## src/rtl/convseq_pkg.sv

```systemverilog
package convseq_pkg;

    localparam int CH_W       = 5;
    localparam int CODE_W     = 2;
    localparam int CNT_W      = 6;
    localparam int CONV_TICKS = 25;

    localparam logic [CNT_W-1:0] CONV_LAST = CNT_W'(CONV_TICKS - 1);

    typedef enum logic [1:0] {
        PH_IDLE,
        PH_SAMPLE,
        PH_CONV
    } phase_e;

    typedef enum logic {
        GRP_REG,
        GRP_INJ
    } group_e;

    typedef struct packed {
        logic [CH_W-1:0]   ch;
        logic [CODE_W-1:0] code;
    } entry_t;

    // Last tick index of the sampling phase (ticks are half converter cycles).
    function automatic logic [CNT_W-1:0] samp_last(input logic [CODE_W-1:0] code);
        case (code)
            2'd0:    samp_last = 6'd2;
            2'd1:    samp_last = 6'd14;
            2'd2:    samp_last = 6'd26;
            default: samp_last = 6'd56;
        endcase
    endfunction

endpackage

```

## src/rtl/convseq_entry_sel.sv

```systemverilog
module convseq_entry_sel
    import convseq_pkg::*;
#(
    parameter int N  = 16,
    localparam int IW = $clog2(N)
) (
    input  logic [N*CH_W-1:0]   chans_i,
    input  logic [N*CODE_W-1:0] codes_i,
    input  logic [IW-1:0]       idx_i,
    output entry_t              entry_o
);

    entry_t table_q [N];

    for (genvar g = 0; g < N; g++) begin : g_unpack
        assign table_q[g].ch   = chans_i[g*CH_W +: CH_W];
        assign table_q[g].code = codes_i[g*CODE_W +: CODE_W];
    end

    assign entry_o = table_q[idx_i];

endmodule

```

## src/rtl/convseq_inj_bank.sv

```systemverilog
module convseq_inj_bank #(
    parameter int N      = 4,
    parameter int DATA_W = 12,
    localparam int IW    = $clog2(N)
) (
    input  logic                clk,
    input  logic                rst,
    input  logic                cap_en,
    input  logic [IW-1:0]       cap_idx,
    input  logic [DATA_W-1:0]   din,
    output logic [N*DATA_W-1:0] slots_o
);

    for (genvar g = 0; g < N; g++) begin : g_slot
        always_ff @(posedge clk) begin
            if (rst) begin
                slots_o[g*DATA_W +: DATA_W] <= '0;
            end else if (cap_en && cap_idx == IW'(g)) begin
                slots_o[g*DATA_W +: DATA_W] <= din;
            end
        end
    end

endmodule

```

## src/rtl/conv_sequencer.sv

```systemverilog
module conv_sequencer
    import convseq_pkg::*;
#(
    parameter int REG_N  = 16,
    parameter int INJ_N  = 4,
    parameter int DATA_W = 12,
    localparam int REG_IW = $clog2(REG_N),
    localparam int INJ_IW = $clog2(INJ_N)
) (
    input  logic                    clk,
    input  logic                    rst,
    input  logic                    enable,
    input  logic                    cont_mode,
    input  logic                    reg_start,
    input  logic                    inj_ext_trig,
    input  logic                    inj_sw_trig,
    input  logic [REG_IW-1:0]       reg_count,
    input  logic [REG_N*CH_W-1:0]   reg_chans,
    input  logic [REG_N*CODE_W-1:0] reg_codes,
    input  logic [INJ_IW-1:0]       inj_count,
    input  logic [INJ_N*CH_W-1:0]   inj_chans,
    input  logic [INJ_N*CODE_W-1:0] inj_codes,
    input  logic [DATA_W-1:0]       conv_result,
    output logic [CH_W-1:0]         chan_sel,
    output logic                    sample_strobe,
    output logic                    convert_strobe,
    output logic [DATA_W-1:0]       reg_data,
    output logic                    reg_eoc,
    output logic [INJ_N*DATA_W-1:0] inj_data,
    output logic                    inj_eoc,
    output logic                    trig_err,
    output logic                    busy
);

    phase_e              phase, nphase;
    group_e              grp, ngrp;
    logic [REG_IW-1:0]   idx, nidx;
    logic [REG_IW-1:0]   resume, nresume;
    logic [CNT_W-1:0]    cnt, ncnt;
    logic                reg_pend, npend;
    logic                nerr;
    logic                reg_cap, inj_cap, inj_last;

    entry_t reg_ent, inj_ent, cur;

    convseq_entry_sel #(.N(REG_N)) u_reg_sel (
        .chans_i (reg_chans),
        .codes_i (reg_codes),
        .idx_i   (idx),
        .entry_o (reg_ent)
    );

    convseq_entry_sel #(.N(INJ_N)) u_inj_sel (
        .chans_i (inj_chans),
        .codes_i (inj_codes),
        .idx_i   (idx[INJ_IW-1:0]),
        .entry_o (inj_ent)
    );

    convseq_inj_bank #(.N(INJ_N), .DATA_W(DATA_W)) u_inj_bank (
        .clk     (clk),
        .rst     (rst),
        .cap_en  (inj_cap),
        .cap_idx (idx[INJ_IW-1:0]),
        .din     (conv_result),
        .slots_o (inj_data)
    );

    logic active, inj_busy, reg_busy, inj_req, samp_done, conv_done;

    assign cur       = (grp == GRP_INJ) ? inj_ent : reg_ent;
    assign active    = (phase != PH_IDLE);
    assign inj_busy  = active && (grp == GRP_INJ);
    assign reg_busy  = (active && (grp == GRP_REG)) || reg_pend;
    assign inj_req   = inj_ext_trig || inj_sw_trig;
    assign samp_done = (phase == PH_SAMPLE) && (cnt == samp_last(cur.code));
    assign conv_done = (phase == PH_CONV) && (cnt == CONV_LAST);

    always_comb begin
        nphase   = phase;
        ngrp     = grp;
        nidx     = idx;
        ncnt     = cnt + 1'b1;
        npend    = reg_pend;
        nresume  = resume;
        nerr     = trig_err;
        reg_cap  = 1'b0;
        inj_cap  = 1'b0;
        inj_last = 1'b0;
        if (!enable) begin
            nphase = PH_IDLE;
            npend  = 1'b0;
            ncnt   = '0;
        end else begin
            // advance the conversion in flight
            if (phase == PH_IDLE) begin
                ncnt = '0;
            end else if (samp_done) begin
                nphase = PH_CONV;
                ncnt   = '0;
            end else if (conv_done) begin
                ncnt   = '0;
                nphase = PH_SAMPLE;
                if (grp == GRP_REG) begin
                    reg_cap = 1'b1;
                    if (idx == reg_count) begin
                        nidx = '0;
                        if (!cont_mode) nphase = PH_IDLE;
                    end else begin
                        nidx = idx + 1'b1;
                    end
                end else begin
                    inj_cap = 1'b1;
                    if (idx == REG_IW'(inj_count)) begin
                        inj_last = 1'b1;
                        if (reg_pend) begin
                            ngrp  = GRP_REG;
                            nidx  = resume;
                            npend = 1'b0;
                        end else begin
                            nphase = PH_IDLE;
                        end
                    end else begin
                        nidx = idx + 1'b1;
                    end
                end
            end
            // regular start request
            if (reg_start) begin
                if (reg_busy) begin
                    nerr = 1'b1;
                end else if (nphase != PH_IDLE && ngrp == GRP_INJ) begin
                    npend   = 1'b1;
                    nresume = '0;
                end else begin
                    ngrp   = GRP_REG;
                    nidx   = '0;
                    nphase = PH_SAMPLE;
                    ncnt   = '0;
                end
            end
            // injected request has the last word
            if (inj_req) begin
                if (inj_busy) begin
                    nerr = 1'b1;
                end else begin
                    if (nphase != PH_IDLE && ngrp == GRP_REG) begin
                        npend   = 1'b1;
                        nresume = nidx;
                    end
                    ngrp   = GRP_INJ;
                    nidx   = '0;
                    nphase = PH_SAMPLE;
                    ncnt   = '0;
                end
            end
        end
    end

    always_ff @(posedge clk) begin
        if (rst) begin
            phase    <= PH_IDLE;
            grp      <= GRP_REG;
            idx      <= '0;
            resume   <= '0;
            cnt      <= '0;
            reg_pend <= 1'b0;
            trig_err <= 1'b0;
            reg_eoc  <= 1'b0;
            inj_eoc  <= 1'b0;
            reg_data <= '0;
        end else begin
            phase    <= nphase;
            grp      <= ngrp;
            idx      <= nidx;
            resume   <= nresume;
            cnt      <= ncnt;
            reg_pend <= npend;
            trig_err <= nerr;
            reg_eoc  <= reg_cap;
            inj_eoc  <= inj_last;
            if (reg_cap) reg_data <= conv_result;
        end
    end

    assign sample_strobe  = (phase == PH_SAMPLE);
    assign convert_strobe = (phase == PH_CONV);
    assign chan_sel       = active ? cur.ch : '0;
    assign busy           = active || reg_pend;

endmodule

```

## config.mk

```make
export PLATFORM = sky130hd
export DESIGN_NAME = conv_sequencer
export DESIGN_NICKNAME = d
export VERILOG_FILES = /design/src/rtl/convseq_pkg.sv /design/src/rtl/convseq_entry_sel.sv /design/src/rtl/convseq_inj_bank.sv /design/src/rtl/conv_sequencer.sv
export SDC_FILE = /design/constraint.sdc
export NUM_CORES = 1
export LEC_CHECK = 0
export BUFFER_PORTS_ARGS = -buffer_cell sky130_fd_sc_hd__buf_2
export CAP_MARGIN = 20
export CELL_PAD_IN_SITES_DETAIL_PLACEMENT = 1
export CELL_PAD_IN_SITES_GLOBAL_PLACEMENT = 1
export CORE_MARGIN = 2
export CORE_UTILIZATION = 35
export CTS_CLUSTER_SIZE = 24
export DETAILED_ROUTE_END_ITERATION = 7
export GPL_TIMING_DRIVEN = 0
export PLACE_DENSITY = 0.85
export SYNTH_ARGS = -nofsm -noshare
export SYNTH_HDL_FRONTEND = slang
export SYNTH_SLANG_ARGS = --single-unit
```

## constraint.sdc

```tcl
create_clock -name clk -period 4.4 [get_ports clk]
set_clock_uncertainty 0.05 [all_clocks]
set_input_delay 0.22 -clock clk [delete_from_list [all_inputs] [get_ports clk]]
set_output_delay 0.22 -clock clk [all_outputs]
set_load 0.03 [all_outputs]
```

==> metrics.txt, run 1 <==
crit path time final=~3.5 ns; antenna cells=0; WHS Path Cells=3; largest cells by area after synthesis=dfxtp_1, mux4_2, nand2_1, a21oi_1, mux2i_1; Comb power frac=0.116; Nets=roughly 920; setup bufs post-CTS=0; Rows=just over 40; Initial DRC Count=315; Die Span Y=119 um; largest net degree at the start of global routing=14; vias in the first global route=5400; ratio of cells with drive above 1 in the final layout=0.419; Hold Startpoint=conv_result[0]; drt drc=0; hold worst-path end=u_inj_bank.slots_o[24]; ANT nets after route=0; startpoint types=flop; Max-slew headroom=0.459; IO Count=236; count of input and output buffers=between 200 and 250; Final Cycle Share=0.795; area of the core=between 10000 and 15000 um^2; DRT Pass-1 Iters=5; crit path DAT=3.23 ns; RSZ-0062 raised after global routing=false; clk slew on worst S/H paths=0.06 ns; first-pass GRT wire length=roughly 32000 um; CTS Hold Bufs=0; Synth top area share=0.352; cell count after synthesis=about 500; Max Slew Vio Count=0; count of cell types in the netlist=62; fmax=~290 MHz; CTS tree=done; FF-to-FF Start=cnt[0]; PostCTS Resize Cnt=0; part of the power in registers=0.395; P_leak=2.75 nW; Synth Net Count=between 600 and 700; synth-to-layout area growth=37.9%; Setup crit end kind=output pin; global route overflow=0; DP HPWL=~16000 um; PwrDens=295 nW/um^2; Final Hold Vio Count=0; worst-skew pair later-pin latency=~0.34 ns; Post-synth EDFFs=0; most frequent cell after synthesis=nand2_1; Max VDD drop=around 0.00024 V; Clk pwr share=0.488; multi-input logic area=roughly 2800 um^2; H-tree levels=3; sequential area share after synthesis=0.352; Setup WS post-layout=0.900 ns; Num Clock Sinks=81; Seq. cell area=approximately 1600 um^2; net load switching power=423 uW; Die ar.=around 14000 um^2; Internal Power=1.45 mW; DR vias=5049; status=complete, no violations; Post-synth ARST share=0; synthesized flop and latch total=between 80 and 90; total CTS buffers=9; HP Class=in -> reg; CP Max Fanout=10; Die Width=~120 um; GRT Overall Usage=0.296; Synth Cell Area=about 4600 um^2; # setup viols final=0; ys flop type=dfxtp_1; Longest Clk Path Bufs=2; vias per cell=around 5.5; Initial Utilization=0.362; filler instances=1593; final wirelength=~21000 um; flop2flop setup slack=1.29 ns; CP required=between 4 and 5 ns; antenna violations before repair=0; DR WL/cell=about 22 um; Commonest cells post-synth=nand2_1, dfxtp_1, a21oi_1; max cap viols=0; CTS root buffer=clkbuf_16; worst setup path class=reg -> out; Routability Congestion=roughly 1.0; dpl ws=1.27 ns; Ys Warns=0; largest area contributor in the netlist=dfxtp_1; worst slew pin tran=roughly 0.81 ns; Switching Share=0.226; Setup TNS Final=0 ns; Avg Inst Size Synth=between 9 and 10 um^2; Worst R2R End=u_inj_bank.slots_o[47]; R2R cell count=10
-- registers in the layout (all words and copies together) (netlist names) --
register	count
trig_err	1
u_inj_bank.slots_o	48
phase	2
idx	4
reg_eoc	1
grp	1
reg_pend	1
inj_eoc	1
resume	4
cnt	6
reg_data	12
-- worst max-delay path by stage --
stage / start / slack [ns] / to
3_3_place_gp: idx[1] / 1.28 / chan_sel[0]
3_5_place_dp: idx[1] / 1.27 / chan_sel[2]
4_1_cts: idx[1] / 0.91 / chan_sel[2]
5_1_grt: idx[1] / 0.83 / chan_sel[2]
2_1_floorplan: idx[0] / 1.91 / chan_sel[4]
6_report: idx[1] / 0.90 / chan_sel[2]
-- power groups by stage --
stage,logic (mW),clock network [mW],registers (mW)
4_1_cts,0.214,0.923,0.739
3_3_place_gp,0.205,0,0.755
5_1_grt,0.232,0.955,0.739
6_report,0.218,0.913,0.739
2_1_floorplan,0.0924,0,0.755
3_5_place_dp,0.213,0,0.756
-- metal layers --
metal,vias up,track usage,part of all wire
li1,2282,-,-
met1,2549,0.404,0.44
met2,181,0.484,0.48
met3,37,0.0526,0.055
met4,0,0.0774,0.020
met5,-,0,0
-- critical path, cell delays in order, from the launching register on --
cell and delay [ns]:
dfxtp_1 0.49, buf_6 0.23, buf_2 0.30, buf_1 0.57
mux4_2 0.41, mux4_2 0.47, nand2_1 0.11, a21oi_1 0.08
buf_2 0.21
-- cell usage in the layout (no fill, tap or decap), drive strengths merged, types with 4 or more instances in the layout --
master  Yosys  routed
o21a        4       4
ha          6       6
xnor2       4       4
mux4       37      37
o22ai       4       4
nand2     126     126
and2        7       7
mux2i      20      20
a21oi      61      61
bufinv      0       4
nor2       33      33
buf        16     250
inv         8       8
nor3        7       7
o21ai      10      10
xor2        6       6
a211oi      4       4
a22oi       5       5
clkbuf     16      26
nand3       9       9
dfxtp      81      81
-- cells by family (layout without fill, tap and decap cells) --
| logic type | Yosys count | after routing | share of synthesized area |
|---|---|---|---|
| DFF | 81 | 81 | 0.352 |
| and+or+nand+nor | 198 | 198 | 0.185 |
| xor gates and xnor gates | 10 | 10 | 0.0190 |
| muxes | 57 | 57 | 0.226 |
| AOI/OAI and AO/OA | 108 | 108 | 0.156 |
| buffers and inverters | 42 | 291 | 0.0457 |
| adders and majority gates | 6 | 6 | 0.0163 |
-- stage by stage --
| step | instance area, um^2 | util | total power, mW | hold WS [ns] | instances |
|---|---|---|---|---|---|
| after global routing | 6350 | 0.499 | 1.93 | 0.145 | 923 |
| after CTS | 6350 | 0.499 | 1.88 | 0.130 | 923 |
| after global placement | 5990 | 0.471 | 0.961 | 0.392 | 908 |
| final | 6350 | 0.499 | 1.87 | 0.142 | 923 |
| after detailed placement | 5990 | 0.471 | 0.968 | 0.400 | 908 |
| after floorplan | 4600 | - | 0.848 | 0.306 | 502 |
-- cell type report --
type | count | share of cell area
clock inverters | 5 | 0.0203
plain buffers | 32 | 0.0272
multi-input cells | 379 | 0.437
well taps | 172 | 0.0339
clock buffers | 10 | 0.0361
inverters | 10 | 0.00591
repair buffers | 234 | 0.185
flip-flops and latches | 81 | 0.255
Note: power is estimated with default switching activity, not from simulation.
==> run 2, diff against run 1 <==
ABC_AREA = 1   (was unset)
CORE_UTILIZATION = 28   (was 35)
PLACE_DENSITY = 0.76   (was 0.85)
clock period = 2.8 ns   (was 4.4 ns; I/O delays follow)
==> run 2 against run 1 <==
- highest routed layer unchanged
- hold slack got worse by 0.056 ns
- die area up 36%
- first-iteration DRC count fell by 38%
- worst setup slack lost 0.77 ns
- clock-buffer cell count shrank 1
- register-to-register slack lost 1.1 ns
- critical endpoint is now chan_sel[0]
- non-clock buffer count increased by 13
- final cell count grew 36%
- critical path depth is 2 higher
- global-route usage down 8.5 points
==> metrics.txt, run 2 <==
CTS root buffer=clkbuf_16; WL met3=between 1000 and 1500 um; Longest Clk Path Bufs=2; Fin Hold WS=approximately 0.086 ns; status=complete, no violations; crit path DAT=~2.5 ns; largest net degree at the start of global routing=18; IO Count=~240; vias in the first global route=6316; synth-to-layout area growth=35.3%; global route overflow=0; PwrDens=between 300 and 400 nW/um^2; CP required=about 2.6 ns; DR vias=about 6100; Max VDD drop=approximately 0.00028 V; cell count after synthesis=roughly 780; Worst R2R End=resume[0]; Post-synth EDFFs=0; Die Width=~140 um; DP HPWL=about 16000 um; antenna cells=0; fin cells=roughly 1300; sequential area share after synthesis=0.320; Nets=between 1000 and 1500; ys flop type=dfxtp_1; Max-slew headroom=0.503; Commonest cells post-synth=nor2_1, inv_1, nand2_1; Initial Utilization=0.284; GRT Overall Usage=0.211; clk slew on worst S/H paths=roughly 0.070 ns; Avg Inst Size Synth=roughly 6.5 um^2; flop2flop setup slack=0.23 ns; final wirelength=just over 20000 um; filler instances=2368; met2 wire length=9790 um; FF-to-FF Start=idx[0]; Die ar.=about 19000 um^2; max cap viols=0; R2R cell count=18; DR WL/cell=16.3 um; most common cell after layout, fill and taps aside=buf_2; top layer used by detailed routing=met4; Routability Congestion=approximately 0.87; vias per cell=4.85; Post-synth ARST share=0; post-placement cell area=around 6500 um^2; P_leak=3.27 nW; CTS Hold Bufs=0; Setup TNS Final=0 ns; DRT Pass-1 Iters=5; count of input and output buffers=between 200 and 250; startpoint types=flop; fmax=~370 MHz; worst setup path class=reg -> out; Rows=between 40 and 50; largest area contributor in the netlist=dfxtp_1; first-pass GRT wire length=roughly 33000 um; Synth Net Count=around 950; CTS tree=done; ANT nets after route=0; Synth Cell Area=a little over 5000 um^2; fin area=slightly below 7000 um^2; H-tree levels=3; Largest Register=u_inj_bank.slots_o; Synth top area share=0.320; Max Slew Vio Count=0; area of the core=about 18000 um^2; most frequent cells in the layout=buf_2, nor2_1, inv_1, nand2_1, dfxtp_1; post-layout util=0.384; origin of the worst setup path=idx[0]; HP Class=in -> reg; count of cell types in the netlist=42; max reg flops=48; Final Hold Vio Count=0; CP Max Fanout=10; Final Cycle Share=0.954; most frequent cell after synthesis=nor2_1; Initial DRC Count=roughly 200; DRT met1 WL=9080 um; worst slew pin tran=0.743 ns; Die Span Y=roughly 140 um; antenna violations before repair=0; placed cells=between 1000 and 1500; synthesized flop and latch total=81; total CTS buffers=9; Setup crit end kind=output pin; Ys Warns=0; worst-skew pair later-pin latency=approximately 0.33 ns; # setup viols final=0; Num Clock Sinks=81; drt drc=0; top flop regs=u_inj_bank.slots_o (48), reg_data (12), cnt (6); largest cells by area after synthesis=dfxtp_1, nor2_1, inv_1, nand2_1, a211oi_1; Worst setup endpoint=chan_sel[0]; ratio of cells with drive above 1 in the final layout=0.288; crit path time final=around 2.7 ns
run 2: changes by cell type in the layout (fill, tap and decap cells not counted), moves of 7 or more:
cell / delta
a211oi_1: +49
a21oi_1: -49
clkbuf_1: +11
inv_1: +100
mux2i_1: -20
mux4_2: -35
nand2_1: -18
nand3_1: +41
nor2_1: +132
nor2_2: +7
o21ai_0: +60
o221ai_1: +8
o22ai_1: +14
run 2: worst min-delay path by stage:
stage,startpoint,end,cells after the start
floorplan,conv_result[0],reg_data[0],2
CTS,conv_result[11],u_inj_bank.slots_o[23],3
finish,enable,idx[0],2
detailed placement,u_inj_bank.slots_o[23],u_inj_bank.slots_o[23],2
global route,conv_result[3],u_inj_bank.slots_o[3],3
global placement,u_inj_bank.slots_o[0],u_inj_bank.slots_o[0],2
run 2: cell families after synthesis:
| family | synth area share |
|---|---|
| adders and majority gates | 0.0148 |
| AOI/OAI and AO/OA | 0.233 |
| xor gates and xnor gates | 0.0156 |
| and+or+nand+nor | 0.292 |
| DFF | 0.320 |
| buffers and inverters | 0.125 |
run 2: repair_timing:
item / CTS / global route
setup endpoints to repair: 9 / 18
buffers inserted: 0 / 0
gates resized for setup: 3 / 21
run 2: routing by layer:
metal  up-vias  track usage
met5         -            0
met4         0       0.0414
met3        19       0.0509
met2       183        0.369
met1      2850        0.266
li1       3050            -
run 2: area by class of cell:
type                    instances  area, um^2  area share
multi-input cells             543        2830       0.413
flip-flops and latches         81        1630       0.237
repair buffers                233        1170       0.170
inverters                     111         425      0.0621
well taps                     229         287      0.0418
clock buffers                   9         225      0.0329
plain buffers                  46         223      0.0325
clock inverters                 7        72.6      0.0106
run 2: stage by stage:
| step | worst slack, ns | power, mW |
|---|---|---|
| finish | 0.129 | 2.70 |
| global route | -0.0109 | 2.83 |
| CTS | 0.00589 | 2.74 |
| detailed placement | -0.0275 | 1.55 |
| global placement | -0.00819 | 1.55 |
| floorplan | 0.364 | 1.37 |
run 2: report_power, final:
| group | switching, mW | leakage (nW) | internal, mW | total [mW] |
|---|---|---|---|---|
| combinational | 0.210 | 2.48 | 0.153 | 0.363 |
| clock | 0.541 | 0.143 | 0.629 | 1.17 |
| sequential | 0.00757 | 0.655 | 1.16 | 1.17 |
| total | 0.759 | 3.27 | 1.94 | 2.70 |
run 2: worst max-delay path, stage by stage (launching register included):
cell      delay (ns)
dfxtp_2         0.35
buf_6           0.14
inv_6           0.08
buf_2           0.23
clkbuf_1        0.37
o21ai_0         0.13
o221ai_1        0.17
o211ai_1        0.18
nand3_1         0.15
a22o_1          0.13
buf_2           0.20
